File: src/rtl/irq_agg_pkg.sv
package irq_agg_pkg;
    localparam logic [7:0] OFS_GIE  = 8'h1C;
    localparam logic [7:0] OFS_STAT = 8'h20;
    localparam logic [7:0] OFS_IEN  = 8'h28;
    localparam logic [7:0] OFS_SRST = 8'h40;
    localparam int unsigned SRST_KEY = 32'h0000_000A;

    typedef enum logic [2:0] {
        SEL_NONE,
        SEL_GIE,
        SEL_STAT,
        SEL_IEN,
        SEL_SRST
    } reg_sel_e;

    function automatic reg_sel_e decode_sel(input logic [7:0] a);
        case (a)
            OFS_GIE:  return SEL_GIE;
            OFS_STAT: return SEL_STAT;
            OFS_IEN:  return SEL_IEN;
            OFS_SRST: return SEL_SRST;
            default:  return SEL_NONE;
        endcase
    endfunction
endpackage

File: src/rtl/irq_sticky_bank.sv
module irq_sticky_bank #(
    parameter int N_SRC = 7
) (
    input  logic             clk,
    input  logic             rst_n,
    input  logic [N_SRC-1:0] evt_i,
    input  logic [N_SRC-1:0] ack_mask_i,
    input  logic             clr_all_i,
    output logic [N_SRC-1:0] stat_o,
    output logic [N_SRC-1:0] stat_next_o
);
    typedef struct packed {
        logic [N_SRC-1:0] stat;
    } bank_t;

    bank_t st_d, st_q;

    always_comb begin
        st_d = st_q;
        for (int i = 0; i < N_SRC; i++) begin
            if (clr_all_i)
                st_d.stat[i] = 1'b0;
            else if (evt_i[i])
                st_d.stat[i] = 1'b1;
            else if (ack_mask_i[i])
                st_d.stat[i] = 1'b0;
        end
    end

    always_ff @(posedge clk or negedge rst_n) begin
        if (!rst_n) st_q <= '0;
        else        st_q <= st_d;
    end

    assign stat_o      = st_q.stat;
    assign stat_next_o = st_d.stat;

    AST_EVT_WINS: assert property (@(posedge clk) disable iff (!rst_n)
        (!clr_all_i && (evt_i != '0)) |=> ((stat_o & $past(evt_i)) == $past(evt_i)));
    AST_STAT_HOLD: assert property (@(posedge clk) disable iff (!rst_n)
        (!clr_all_i && (evt_i == '0) && (ack_mask_i == '0)) |=> $stable(stat_o));
    AST_ACK_CLEARS: assert property (@(posedge clk) disable iff (!rst_n)
        (!clr_all_i && ((ack_mask_i & ~evt_i) != '0)) |=> ((stat_o & $past(ack_mask_i & ~evt_i)) == '0));
endmodule

File: src/rtl/irq_rst_pulse.sv
module irq_rst_pulse #(
    parameter int RST_CYCLES = 4
) (
    input  logic clk,
    input  logic rst_n,
    input  logic key_hit_i,
    output logic pulse_o
);
    localparam int CNT_W = $clog2(RST_CYCLES + 1);

    typedef struct packed {
        logic [CNT_W-1:0] cnt;
    } pulse_t;

    pulse_t p_d, p_q;

    always_comb begin
        p_d = p_q;
        if (key_hit_i)
            p_d.cnt = CNT_W'(RST_CYCLES);
        else if (p_q.cnt != '0)
            p_d.cnt = p_q.cnt - 1'b1;
    end

    always_ff @(posedge clk or negedge rst_n) begin
        if (!rst_n) p_q <= '0;
        else        p_q <= p_d;
    end

    assign pulse_o = (p_q.cnt != '0);

    AST_PULSE_START: assert property (@(posedge clk) disable iff (!rst_n)
        key_hit_i |=> pulse_o);
    AST_NO_SPURIOUS: assert property (@(posedge clk) disable iff (!rst_n)
        (!key_hit_i && !pulse_o) |=> !pulse_o);
endmodule

File: src/rtl/irq_aggregator.sv
module irq_aggregator
    import irq_agg_pkg::*;
#(
    parameter int N_SRC      = 7,
    parameter int DATA_W     = 32,
    parameter int ADDR_W     = 8,
    parameter int RST_CYCLES = 4
) (
    input  logic              clk,
    input  logic              rst_n,
    input  logic              reg_wr,
    input  logic [ADDR_W-1:0] reg_addr,
    input  logic [DATA_W-1:0] reg_wdata,
    output logic [DATA_W-1:0] reg_rdata,
    input  logic [N_SRC-1:0]  evt_in,
    output logic              irq_out,
    output logic              core_rst_out
);
    localparam int GIE_BIT = DATA_W - 1;

    typedef struct packed {
        logic             gie;
        logic [N_SRC-1:0] en;
        logic             irq;
    } ctl_t;

    ctl_t             r_d, r_q;
    reg_sel_e         sel;
    logic [N_SRC-1:0] stat, stat_next, ack_mask;
    logic             key_hit, pulse;

    assign sel      = decode_sel(8'(reg_addr));
    assign key_hit  = reg_wr && (sel == SEL_SRST) && (reg_wdata == DATA_W'(SRST_KEY));
    assign ack_mask = (reg_wr && (sel == SEL_STAT)) ? reg_wdata[N_SRC-1:0] : '0;

    irq_sticky_bank #(.N_SRC(N_SRC)) u_bank (
        .clk         (clk),
        .rst_n       (rst_n),
        .evt_i       (evt_in),
        .ack_mask_i  (ack_mask),
        .clr_all_i   (key_hit | pulse),
        .stat_o      (stat),
        .stat_next_o (stat_next)
    );

    irq_rst_pulse #(.RST_CYCLES(RST_CYCLES)) u_pulse (
        .clk       (clk),
        .rst_n     (rst_n),
        .key_hit_i (key_hit),
        .pulse_o   (pulse)
    );

    always_comb begin
        r_d = r_q;
        if (reg_wr && (sel == SEL_GIE)) r_d.gie = reg_wdata[GIE_BIT];
        if (reg_wr && (sel == SEL_IEN)) r_d.en  = reg_wdata[N_SRC-1:0];
        r_d.irq = r_d.gie && ((stat_next & r_d.en) != '0);
    end

    always_ff @(posedge clk or negedge rst_n) begin
        if (!rst_n) r_q <= '0;
        else        r_q <= r_d;
    end

    always_comb begin
        reg_rdata = '0;
        case (sel)
            SEL_GIE:  reg_rdata[GIE_BIT] = r_q.gie;
            SEL_STAT: reg_rdata = DATA_W'(stat);
            SEL_IEN:  reg_rdata = DATA_W'(r_q.en);
            default:  reg_rdata = '0;
        endcase
    end

    assign irq_out      = r_q.irq;
    assign core_rst_out = pulse;

    AST_GIE_GATE: assert property (@(posedge clk) disable iff (!rst_n)
        !r_q.gie |-> !irq_out);
    AST_RST_CLEARS: assert property (@(posedge clk) disable iff (!rst_n)
        core_rst_out |-> (stat == '0));
    AST_MASK_ALL: assert property (@(posedge clk) disable iff (!rst_n)
        (r_q.en == '0) |-> !irq_out);
endmodule

File: config.mk
export PLATFORM = sky130hd
export DESIGN_NAME = irq_aggregator
export DESIGN_NICKNAME = d
export VERILOG_FILES = /design/src/rtl/irq_agg_pkg.sv /design/src/rtl/irq_sticky_bank.sv /design/src/rtl/irq_rst_pulse.sv /design/src/rtl/irq_aggregator.sv
export SDC_FILE = /design/constraint.sdc
export NUM_CORES = 1
export LEC_CHECK = 0
export ABC_AREA = 1
export BUFFER_PORTS_ARGS = -buffer_cell sky130_fd_sc_hd__buf_2
export CORE_MARGIN = 10
export CORE_UTILIZATION = 49
export DETAILED_ROUTE_END_ITERATION = 10
export GPL_TIMING_DRIVEN = 0
export PLACE_DENSITY_LB_ADDON = 0.2
export SYNTH_ARGS = -nofsm -noshare
export SYNTH_HDL_FRONTEND = slang
export SYNTH_SLANG_ARGS = --single-unit
File: constraint.sdc
create_clock -name clk -period 4.2 [get_ports clk]
set_input_delay 1.05 -clock clk [delete_from_list [all_inputs] [get_ports clk]]
set_output_delay 1.05 -clock clk [all_outputs]
set_load 0.005 [all_outputs]
==> flow_metrics.env <==
export IMPL_grt_max_degree=20
export IMPL_post_cts_buffers=0
export IMPL_regToRegSetupSlack_ns=2.48
export IMPL_hold_depth=2
export IMPL_h_tree_depth=1
export IMPL_layout_drive_gt1_share_pct=35.9
export IMPL_grt_pass1_vias=1566
export IMPL_min_period_ns=3.15
export IMPL_grt_overflow=0
export IMPL_cts_sinks=19
export IMPL_hold_class="register to register"
export IMPL_cp_slowest_cell="o21ai_0"
export IMPL_antenna_found_initial=0
export IMPL_dr_pass1_iters=4
export IMPL_yosys_area_top_type_share_pct=29.2
export IMPL_final_nets=368
export IMPL_start_kind="input pin"
export IMPL_syn_inst=230
export IMPL_placed_area_um2=2060
export IMPL_setup_viol=0
export IMPL_synth_edf_count=0
export IMPL_hold_viol=0
export IMPL_grtUsageMet3_pct=6.22
export IMPL_worstPathRequired_ns=3.15
export IMPL_hp_start="r_q[7]"
export IMPL_powerDensity_nw_per_um2=179
export IMPL_cts_resized=0
export IMPL_crit_top_cell="buf_2"
export IMPL_p_sw_share_pct=27.8
export IMPL_synth_compound_area_share_pct=8.21
export IMPL_ir_worst_vdd_v=0.000181
export IMPL_placement_io_buffers=58
export IMPL_worst_r2r_cell_count=8
export IMPL_status="completed"
export IMPL_synth_area_leaders="dfrtp_1 (29%), buf_4 (12%), nand2_1 (11%)"
export IMPL_cts_tree="done"
export IMPL_clk_latency_ns=0.31
export IMPL_comb_power_share_pct=24.3
export IMPL_diodes=0
export IMPL_grt_pass1_wl_um=6890
export IMPL_drc_errors=0
export IMPL_tns_ns=0
export IMPL_finalNonFillerCells=359
export IMPL_routabilityCongestion=0.794
export IMPL_cts_hold_buf=0
export IMPL_rsz0062_at_grt="no"
export IMPL_detail_route_wl_per_cell_um=11.5
export IMPL_critical_path_buf_inv_count=4
export IMPL_internal_power_mw=0.270
export IMPL_path_cells="buf_2, nor2_1, nand2_2, clkinv_2, buf_6, nand2_1, o21ai_0, buf_2"
export IMPL_fin_util_pct=66.8
export IMPL_avgSynthCellArea_um2=7.09
export IMPL_power_leakage_nw=1.23
export IMPL_p_switching_mw=0.104
export IMPL_critPathMaxFanout=10
export IMPL_final_common_cell="buf_2"
export IMPL_dp_hpwl_um=3520
export IMPL_dieArea_um2=6030
export IMPL_r2r_start="u_pulse.p_q[0]"
export IMPL_synth_ff_type="dfrtp_1"
export IMPL_drt_iter0_markers=79
export IMPL_cts_made_buffers=3
export IMPL_period_share_pct=75.1
export IMPL_pwr_share_seq_pct=50.8
export IMPL_path_class="input pin to output pin"
export IMPL_slew_viol_final=0
export IMPL_synth_xor_area_share_pct=0.537
export IMPL_syn_cell_area_um2=1630
export IMPL_busiest_layer="met2"
export IMPL_num_rows=20
export IMPL_r2r_end="irq_out"
export IMPL_ys_ff_latch=19
export IMPL_arrival_ns=2.10
export IMPL_hold_end="r_q[7]"
export IMPL_crit_path_max_incr_delay_ns=0.21
export IMPL_end_kind="output pin"
export IMPL_viasPerCell=4.40
export IMPL_muxShareOfSynthArea_pct=0
export IMPL_whs_ns=0.512
export IMPL_core_area_um2=3130
export IMPL_antenna_left=0
export IMPL_ios=84
export IMPL_design_area_um2=2090
export IMPL_yosysSeqAreaShare_pct=29.2
export IMPL_yosys_warnings=0
export IMPL_ys_types=32
export IMPL_max_freq_mhz=317
export IMPL_clock_skew_final_ns=0.00467
export IMPL_die_w_um=77.7
export IMPL_synth_adder_area_share_pct=1.53
export IMPL_path_delay_family="buffers and inverters"
export IMPL_cts_buffer_depth=2
export IMPL_yosys_area_top_type="dfrtp_1"
export IMPL_vias=1580
export IMPL_place_inst=355
export IMPL_pwr_share_clk_pct=24.9
export IMPL_die_h_um=77.7
export IMPL_synth_top_family_by_area="simple AND/OR/NAND/NOR gates"
export IMPL_routed_wl_um=4130
export IMPL_final_cell_mix="buf_2 (59), nand2_1 (49), inv_1 (36)"
export IMPL_start_util_pct=52.1
export IMPL_root_buffer="clkbuf_4"
export IMPL_ys_async_sr_fraction_pct=100
export IMPL_max_cap_violations=0
export IMPL_syn_to_final_growth_pct=28.1
export IMPL_grt_use_met2_pct=23.1
export IMPL_use_met1_pct=14.9
export IMPL_path_clk_slew_ns=0.10
export IMPL_grt_total_usage_pct=13.4
export IMPL_synth_simple_area_share_pct=36.5
-- final cells by class --
type	instances	area (µm²)
timing repair buffer	58	290
clock buffer	4	26.3
fill	323	1040
inverter	42	161
multi-input combinational	163	853
tap	44	55.1
sequential	19	475
buffer	29	226
-- how the worst max path moves through the flow --
stage,slack [ns],start,cells after the start,to
after floorplan,1.44,reg_addr[7],6,reg_rdata[0]
after global placement,1.07,reg_addr[7],8,reg_rdata[0]
after detailed placement,1.07,reg_addr[7],8,reg_rdata[0]
after CTS,1.06,reg_addr[7],8,reg_rdata[0]
after global routing,0.90,reg_addr[7],8,reg_rdata[0]
final,1.05,reg_addr[7],8,reg_rdata[0]
-- stage by stage --
| stage | worst slack, ns | total power [mW] |
|---|---|---|
| floorplan | 1.44 | 0.247 |
| global placement | 1.07 | 0.281 |
| detailed placement | 1.07 | 0.283 |
| CTS | 1.06 | 0.375 |
| global route | 0.901 | 0.396 |
| finish | 1.05 | 0.374 |
-- cell usage after synthesis, drive strengths merged, types with 2 or more instances --
| master | instances |
|---|---|
| nor2 | 32 |
| and3 | 2 |
| buf | 29 |
| and2 | 2 |
| nand3 | 12 |
| nand2 | 54 |
| inv | 39 |
| dfrtp | 19 |
| o21ai | 6 |
| clkinv | 3 |
| ha | 2 |
| nor3 | 2 |
| a32o | 4 |
| nand4 | 10 |
| a21oi | 9 |
| nand3b | 2 |
-- power by group through the flow --
stage / registers (mW) / clock network [mW] / logic, mW
detailed placement: 0.193 / 0 / 0.0896
CTS: 0.190 / 0.0957 / 0.0898
finish: 0.190 / 0.0930 / 0.0908
global placement: 0.193 / 0 / 0.0880
global route: 0.190 / 0.103 / 0.103
floorplan: 0.193 / 0 / 0.0545
-- per-layer routing --
layer	part of all wire, %	vias to the layer above	wire length, µm
li1	-	839	-
met5	0	-	0
met1	41	683	1690
met3	9.4	5	388
met2	49	53	2020
met4	0.73	0	30
-- cell families (layout without fill, tap and decap cells) --
logic type / Yosys count / count (layout)
buffers and inverters: 71 / 133
flip-flops: 19 / 19
other: 1 / 24
AND/OR/NAND/NOR: 116 / 116
adder cells (fa/ha/maj): 2 / 2
XOR/XNOR: 1 / 1
AO/OA/AOI/OAI: 20 / 20
-- worst min-delay path: stages (launching register included) --
cell	delay [ns]
dfrtp_1	0.36
nand2_1	0.06
nand2_1	0.07
-- state kept, by name, summed over array words and instances (netlist names) --
register and cells:
u_pulse.p_q 3, u_bank.stat_o 7, irq_out 1, r_q 8
Note: power is estimated with default switching activity, not from simulation.
